`src/rtl/fohq_pkg.sv`:
```
package fohq_pkg;
    localparam int DATA_W   = 12;
    localparam int PERIOD_W = 20;
    localparam int KBITS    = 13;
    localparam int NBANDS   = 7;
    localparam int KW       = KBITS + 1;
    localparam int SW       = 3;
    localparam int TW       = NBANDS - 1;
    localparam int MIN_N    = 8;

    typedef enum logic [1:0] {
        ST_HOLD = 2'd0,
        ST_DIV  = 2'd1,
        ST_RAMP = 2'd2
    } fohq_state_e;
endpackage

```
`src/rtl/fohq_period_map.sv`:
```
module fohq_period_map #(
    parameter int PERIOD_W = fohq_pkg::PERIOD_W,
    parameter int KBITS    = fohq_pkg::KBITS,
    parameter int NBANDS   = fohq_pkg::NBANDS,
    parameter int MIN_N    = fohq_pkg::MIN_N,
    parameter int KW       = KBITS + 1,
    parameter int SW       = fohq_pkg::SW
) (
    input  logic [PERIOD_W-1:0] period_i,
    output logic [SW-1:0]       shift_o,
    output logic [KW-1:0]       steps_o
);
    localparam logic [PERIOD_W-1:0] LO_N = PERIOD_W'(MIN_N);
    localparam logic [PERIOD_W-1:0] HI_N = PERIOD_W'(1) << (KBITS + NBANDS - 1);

    logic [PERIOD_W-1:0] n_clamped;

    always_comb begin
        if (period_i < LO_N)      n_clamped = LO_N;
        else if (period_i > HI_N) n_clamped = HI_N;
        else                      n_clamped = period_i;

        shift_o = '0;
        for (int j = 1; j < NBANDS; j++) begin
            if (n_clamped >= (PERIOD_W'(1) << (KBITS + j - 1))) shift_o = SW'(j);
        end
        steps_o = KW'(n_clamped >> shift_o);
    end
endmodule

```
`src/rtl/fohq_divider.sv`:
```
module fohq_divider #(
    parameter int DATA_W = fohq_pkg::DATA_W,
    parameter int KW     = fohq_pkg::KW
) (
    input  logic              clk_i,
    input  logic              rst_ni,
    input  logic              start_i,
    input  logic [DATA_W-1:0] dvd_i,
    input  logic [KW-1:0]     dvs_i,
    output logic              done_o,
    output logic [DATA_W-1:0] quo_o,
    output logic [KW-1:0]     rem_o
);
    localparam int CW = $clog2(DATA_W + 1);

    typedef struct packed {
        logic [DATA_W-1:0] quo;
        logic [KW-1:0]     rem;
        logic [KW-1:0]     dvs;
        logic [CW-1:0]     cnt;
        logic              done;
    } div_t;

    div_t d_d, d_q;
    logic [KW:0] trial;

    always_comb begin
        d_d      = d_q;
        d_d.done = 1'b0;
        trial    = {d_q.rem, d_q.quo[DATA_W-1]};
        if (start_i) begin
            d_d.quo = dvd_i;
            d_d.rem = '0;
            d_d.dvs = dvs_i;
            d_d.cnt = CW'(DATA_W);
        end else if (d_q.cnt != '0) begin
            if (trial >= {1'b0, d_q.dvs}) begin
                d_d.rem = KW'(trial - {1'b0, d_q.dvs});
                d_d.quo = {d_q.quo[DATA_W-2:0], 1'b1};
            end else begin
                d_d.rem = KW'(trial);
                d_d.quo = {d_q.quo[DATA_W-2:0], 1'b0};
            end
            d_d.cnt  = d_q.cnt - 1'b1;
            d_d.done = (d_q.cnt == CW'(1));
        end
    end

    always_ff @(posedge clk_i or negedge rst_ni) begin
        if (!rst_ni) d_q <= '0;
        else         d_q <= d_d;
    end

    assign done_o = d_q.done;
    assign quo_o  = d_q.quo;
    assign rem_o  = d_q.rem;

    p_rem_below_divisor_r8: assert property (@(posedge clk_i) disable iff (!rst_ni)
        d_q.done |-> (d_q.rem < d_q.dvs));
endmodule

```
`src/rtl/fohq_stepper.sv`:
```
module fohq_stepper #(
    parameter int DATA_W = fohq_pkg::DATA_W,
    parameter int KW     = fohq_pkg::KW,
    parameter int SW     = fohq_pkg::SW,
    parameter int TW     = fohq_pkg::TW
) (
    input  logic              clk_i,
    input  logic              rst_ni,
    input  logic              tick_i,
    input  logic              smp_valid_i,
    input  logic [DATA_W-1:0] smp_data_i,
    input  logic [SW-1:0]     shift_i,
    input  logic [KW-1:0]     steps_i,
    output logic              div_start_o,
    output logic [DATA_W-1:0] div_dvd_o,
    input  logic              div_done_i,
    input  logic [DATA_W-1:0] div_quo_i,
    input  logic [KW-1:0]     div_rem_i,
    output logic [DATA_W-1:0] dac_o
);
    import fohq_pkg::*;

    typedef struct packed {
        fohq_state_e       st;
        logic [DATA_W-1:0] dac;
        logic [DATA_W-1:0] prev;
        logic [DATA_W-1:0] cur;
        logic              neg;
        logic [SW-1:0]     sh;
        logic [KW-1:0]     k;
        logic [KW-1:0]     idx;
        logic [KW-1:0]     err;
        logic [DATA_W-1:0] acc;
        logic [DATA_W-1:0] inc;
        logic [KW-1:0]     frac;
        logic [TW-1:0]     tcnt;
    } stp_t;

    stp_t s_d, s_q;
    logic [TW:0]       one_sh;
    logic [TW-1:0]     sub_last;
    logic [KW:0]       err_sum;
    logic [DATA_W-1:0] acc_nxt;
    logic [KW-1:0]     idx_nxt;
    logic [KW-1:0]     err_nxt;
    logic              carry;

    always_comb begin
        s_d         = s_q;
        div_start_o = 1'b0;
        div_dvd_o   = (smp_data_i >= s_q.dac) ? smp_data_i - s_q.dac
                                              : s_q.dac - smp_data_i;
        one_sh      = (TW+1)'(1) << s_q.sh;
        sub_last    = TW'(one_sh - (TW+1)'(1));
        err_sum     = {1'b0, s_q.err} + {1'b0, s_q.frac};
        carry       = (err_sum >= {1'b0, s_q.k});
        err_nxt     = carry ? KW'(err_sum - {1'b0, s_q.k}) : KW'(err_sum);
        acc_nxt     = s_q.acc + s_q.inc + DATA_W'(carry);
        idx_nxt     = s_q.idx + 1'b1;

        if (smp_valid_i) begin
            div_start_o = 1'b1;
            s_d.st   = ST_DIV;
            s_d.prev = s_q.dac;
            s_d.cur  = smp_data_i;
            s_d.neg  = (smp_data_i < s_q.dac);
            s_d.sh   = shift_i;
            s_d.k    = steps_i;
            s_d.idx  = '0;
            s_d.err  = '0;
            s_d.acc  = '0;
            s_d.tcnt = '0;
        end else begin
            case (s_q.st)
                ST_DIV: begin
                    if (div_done_i) begin
                        s_d.inc  = div_quo_i;
                        s_d.frac = div_rem_i;
                        s_d.st   = ST_RAMP;
                    end
                end
                ST_RAMP: begin
                    if (tick_i) begin
                        if (s_q.tcnt == sub_last) begin
                            s_d.tcnt = '0;
                            s_d.idx  = idx_nxt;
                            s_d.err  = err_nxt;
                            s_d.acc  = acc_nxt;
                            s_d.dac  = s_q.neg
                                ? s_q.prev - acc_nxt - DATA_W'(err_nxt != '0)
                                : s_q.prev + acc_nxt;
                            if (idx_nxt == s_q.k) s_d.st = ST_HOLD;
                        end else begin
                            s_d.tcnt = s_q.tcnt + 1'b1;
                        end
                    end
                end
                default: ;
            endcase
        end
    end

    always_ff @(posedge clk_i or negedge rst_ni) begin
        if (!rst_ni) begin
            s_q    <= '0;
            s_q.st <= ST_HOLD;
        end else begin
            s_q <= s_d;
        end
    end

    assign dac_o = s_q.dac;

    p_move_on_tick_only_r4: assert property (@(posedge clk_i) disable iff (!rst_ni)
        (!tick_i || s_q.st != ST_RAMP) |=> $stable(s_q.dac));

    p_hold_on_sample_r5: assert property (@(posedge clk_i) disable iff (!rst_ni)
        (s_q.st == ST_HOLD) |-> (s_q.dac == s_q.cur));

    p_within_ramp_r7: assert property (@(posedge clk_i) disable iff (!rst_ni)
        s_q.neg ? (s_q.dac <= s_q.prev && s_q.dac >= s_q.cur)
                : (s_q.dac >= s_q.prev && s_q.dac <= s_q.cur));

    p_steps_in_range_r2: assert property (@(posedge clk_i) disable iff (!rst_ni)
        (s_q.st == ST_RAMP) |-> (s_q.k >= KW'(8) && s_q.idx < s_q.k));

    p_start_no_jump_r6: assert property (@(posedge clk_i) disable iff (!rst_ni)
        smp_valid_i |=> (s_q.prev == $past(s_q.dac)));
endmodule

```
`src/rtl/fohq_interp.sv`:
```
module fohq_interp #(
    parameter int DATA_W   = fohq_pkg::DATA_W,
    parameter int PERIOD_W = fohq_pkg::PERIOD_W,
    parameter int KBITS    = fohq_pkg::KBITS,
    parameter int NBANDS   = fohq_pkg::NBANDS,
    parameter int MIN_N    = fohq_pkg::MIN_N
) (
    input  logic                clk_i,
    input  logic                rst_ni,
    input  logic                tick_i,
    input  logic [PERIOD_W-1:0] period_i,
    input  logic                smp_valid_i,
    input  logic [DATA_W-1:0]   smp_data_i,
    output logic [DATA_W-1:0]   dac_o
);
    localparam int KW = KBITS + 1;
    localparam int SW = $clog2(NBANDS);
    localparam int TW = NBANDS - 1;

    logic [SW-1:0]     shift;
    logic [KW-1:0]     steps;
    logic              div_start;
    logic [DATA_W-1:0] div_dvd;
    logic              div_done;
    logic [DATA_W-1:0] div_quo;
    logic [KW-1:0]     div_rem;

    fohq_period_map #(
        .PERIOD_W(PERIOD_W), .KBITS(KBITS), .NBANDS(NBANDS),
        .MIN_N(MIN_N), .KW(KW), .SW(SW)
    ) u_map (
        .period_i(period_i),
        .shift_o (shift),
        .steps_o (steps)
    );

    fohq_divider #(.DATA_W(DATA_W), .KW(KW)) u_div (
        .clk_i  (clk_i),
        .rst_ni (rst_ni),
        .start_i(div_start),
        .dvd_i  (div_dvd),
        .dvs_i  (steps),
        .done_o (div_done),
        .quo_o  (div_quo),
        .rem_o  (div_rem)
    );

    fohq_stepper #(.DATA_W(DATA_W), .KW(KW), .SW(SW), .TW(TW)) u_step (
        .clk_i      (clk_i),
        .rst_ni     (rst_ni),
        .tick_i     (tick_i),
        .smp_valid_i(smp_valid_i),
        .smp_data_i (smp_data_i),
        .shift_i    (shift),
        .steps_i    (steps),
        .div_start_o(div_start),
        .div_dvd_o  (div_dvd),
        .div_done_i (div_done),
        .div_quo_i  (div_quo),
        .div_rem_i  (div_rem),
        .dac_o      (dac_o)
    );
endmodule

```
`config.mk`:
```
export PLATFORM = sky130hd
export DESIGN_NAME = fohq_interp
export DESIGN_NICKNAME = d
export VERILOG_FILES = /design/src/rtl/fohq_pkg.sv /design/src/rtl/fohq_period_map.sv /design/src/rtl/fohq_divider.sv /design/src/rtl/fohq_stepper.sv /design/src/rtl/fohq_interp.sv
export SDC_FILE = /design/constraint.sdc
export NUM_CORES = 1
export LEC_CHECK = 0
export BUFFER_PORTS_ARGS = -buffer_cell sky130_fd_sc_hd__buf_2
export CAP_MARGIN = 10
export CORE_MARGIN = 10
export CORE_UTILIZATION = 25
export DETAILED_ROUTE_END_ITERATION = 8
export PLACE_DENSITY = 0.49
export SETUP_SLACK_MARGIN = 0.3
export SYNTH_ARGS = -nofsm -noshare
export SYNTH_HDL_FRONTEND = slang
export SYNTH_SLANG_ARGS = --single-unit
export TNS_END_PERCENT = 5
```
`constraint.sdc`:
```
create_clock -name clk_i -period 7.5 [get_ports clk_i]
set_input_delay 1.5 -clock clk_i [delete_from_list [all_inputs] [get_ports clk_i]]
set_output_delay 1.5 -clock clk_i [all_outputs]
set_load 0.005 [all_outputs]
```
==> out/results.ini <==
[critical_path]
endpoint_kind = flip-flop
worst-path-max-fanout = 4
required_ns = 7.82
critical_path.max_stage_delay_ns = 0.55
critical_path_arrival_ns = 7.37
critPathKind = reg -> reg
start_kind = flip-flop
worst-r2r-setup-slack_ns = 0.44
slowest_stage = fa_1

[logic_synthesis]
ys_async_sr_fraction_pct = 100
yosysSeqAreaShare_pct = 31.1
synthAdderAreaFrac_pct = 13.1
synth.largest_area_cell = dfrtp_1
synth.top_cell.area_share_pct = 31.1
synth_edf_count = 0
yosys_warnings = 0
synth_compound_area_share_pct = 19.3
synth-main-ff-cell = dfrtp_1
synthXorXnorAreaFrac_pct = 7.33
synth-simple-area-share_pct = 17.7
synth_top_family_by_area = compound AO/OA/AOI/OAI gates
synth.avg_cell_area_um2 = 8.37
synth.area.top_cells = dfrtp_1, ha_1, nand2_1, xnor2_1, a21oi_1
syn_nets = 1568
synthCells = 1414
synth.distinct_cells = 73
ys_ff_latch = 147
synth_area_um2 = 11800
synthMuxAreaShare_pct = 5.48

[final_layout]
layout.nets = 1601
drive_gt1_share_pct = 14.0
final_util_pct = 29.4
mostFrequentLayoutCell = dfrtp_1
area_delta_synth_final_pct = 15.8
final_cell_mix = dfrtp_1, nand2_1, nor2_1
n_antenna_cell = 0

[sta]
timing.final.crit_share_pct = 94.1
period_needed_ns = 7.06
maxClockFrequency_mhz = 142
setup_tns_ns = 0
relSlewSlack_pct = 40.8
hold_viol_final = 0
setup_viol = 0
slew_violations = 0
fin_worst_skew_ns = 0.0149
rsz0062_at_grt = yes
max_slew.worst_pin.slew_ns = 0.888

[clock_network]
ctsRootBufferMaster = clkbuf_16
cts_sinks = 147
htree_levels = 4
clock_path_buffers = 2
cts.reportedPaths.clkPinSlew_ns = 0.07
insertion_delay_ns = 0.43
cts_tree = yes
cts-buffers-inserted = 17

[place]
place.gp.congestion = 0.878
port_buffers = 47
hpwl_um = 24600

[grt]
antenna_found_initial = 0
grt_first_pass_wirelength_um = 54400
grt_max_degree = 90
track_usage_pct = 11.8
gr-total-overflow = 0
grt_pass1_vias = 10128

[routing]
vias = 10028
antenna_left = 0
wire_per_inst_um = 16.2
dr.pass1.iters = 5
drc_errors = 0
wl_um = 33500
vias_per_cell = 4.85
first_iter_violations = 735

[run]
cap_viol_max_count = 0

[power]
power_per_cell_area_nw_per_um2 = 208
ir_worst_vdd_mv = 0.168
leakage_nw = 6.23

[die]
std_cell_rows = 79
die_w_um = 238
die_area_um2 = 56400
core_area_um2 = 46700
start_util_pct = 25.4
io_pins = 48
fp.dieH_um = 238

[hold_path]
worstHoldPathType = reg -> reg

[run_status]
status = finished, final reports clean

==> final timing paths <==
path,cells past startpoint,from,end
hold / removal,1,u_div.d_q[3],u_div.done_o
setup reg to reg,31,u_step.s_q[6],u_step.dac_o[10]
max in group asynchronous,2,rst_ni,u_step.dac_o[6]
hold reg to reg,1,u_div.d_q[3],u_div.done_o
setup / recovery,31,u_step.s_q[6],u_step.dac_o[10]
min in group asynchronous,1,rst_ni,u_step.s_q[0]
==> layout make-up <==
cell class                 instances  area, µm²
inverter                         107        402
sequential                       147       3680
multi-input combinational       1090       7740
clock inverter                    11        153
timing repair buffer              84        522
tap                              607        759
clock buffer                      21        450
fill                            5035      33000
==> worst max-delay path: cells and delay by family, from the launching register on <==
family / cells / cell delay (ns)
adders and majority gates: 6 / 1.80
AOI/OAI and AO/OA: 10 / 1.81
DFF: 1 / 0.35
buffers and inverters: 2 / 0.10
and+or+nand+nor: 10 / 2.40
xor gates and xnor gates: 3 / 0.47
==> power by group <==
group	leakage (nW)	internal [mW]	switching, mW
registers	1.88	0.862	0.0746
clock network	0.284	0.535	0.351
logic	4.06	0.431	0.595
==> registers in the layout, indices dropped and copies added, names as in the netlist <==
signal / count
u_div.rem_o: 14
u_div.d_q: 18
u_step.dac_o: 12
u_div.quo_o: 12
u_div.done_o: 1
u_step.s_q: 90
==> stage by stage <==
step | setup WS, ns | cells | cell area (µm²) | hold WS, ns | power [mW]
after detailed placement | 0.0976 | 2020 | 12700 | 0.481 | 1.93
after global placement | 0.164 | 2020 | 12700 | 0.475 | 1.92
after CTS | 0.322 | 2055 | 13400 | 0.485 | 2.84
final | 0.445 | 2067 | 13700 | 0.489 | 2.85
after global routing | 0.101 | 2067 | 13700 | 0.511 | 3.05
after floorplan | 0.315 | 1414 | 11800 | 0.414 | 1.66
==> cell usage after synthesis, types with 7 or more instances <==
library cell and n:
a211oi_1 22, a21o_1 22, a21oi_1 102, a311oi_1 10
a31oi_1 7, and3_1 15, buf_4 12, clkbuf_1 50
dfrtp_1 147, fa_1 10, ha_1 108, inv_1 105
mux2_2 28, mux2i_1 31, nand2_1 145, nand2b_1 18
nand3_1 33, nand4_1 8, nor2_1 134, nor2b_1 19
nor3_1 29, nor4_1 9, o211ai_1 13, o21a_1 15
o21ai_0 99, o21bai_1 7, or3_1 9, xnor2_1 60
xor2_1 39
==> per-layer routing <==
layer / up-vias / share of wire [%] / GRT usage, %
li1: 5015 / - / -
met1: 4827 / 49 / 15.7
met4: 0 / 0.99 / 2.85
met2: 166 / 47 / 19.5
met3: 20 / 3.1 / 2.13
met5: - / 0 / 0
==> cells by family after synthesis <==
group,count (synthesis)
compound gates,360
xor+xnor,99
fa+ha+maj,118
buf+inv,177
flops,147
mux,60
simple gates,453
==> timing repair <==
item,in CTS,in global routing
hold buffers,0,0
buffers inserted,3,12
endpoints found under the setup margin,3,6
pin swaps,9,22
gates resized for setup,13,44
Power figures use the tool's default switching activity.
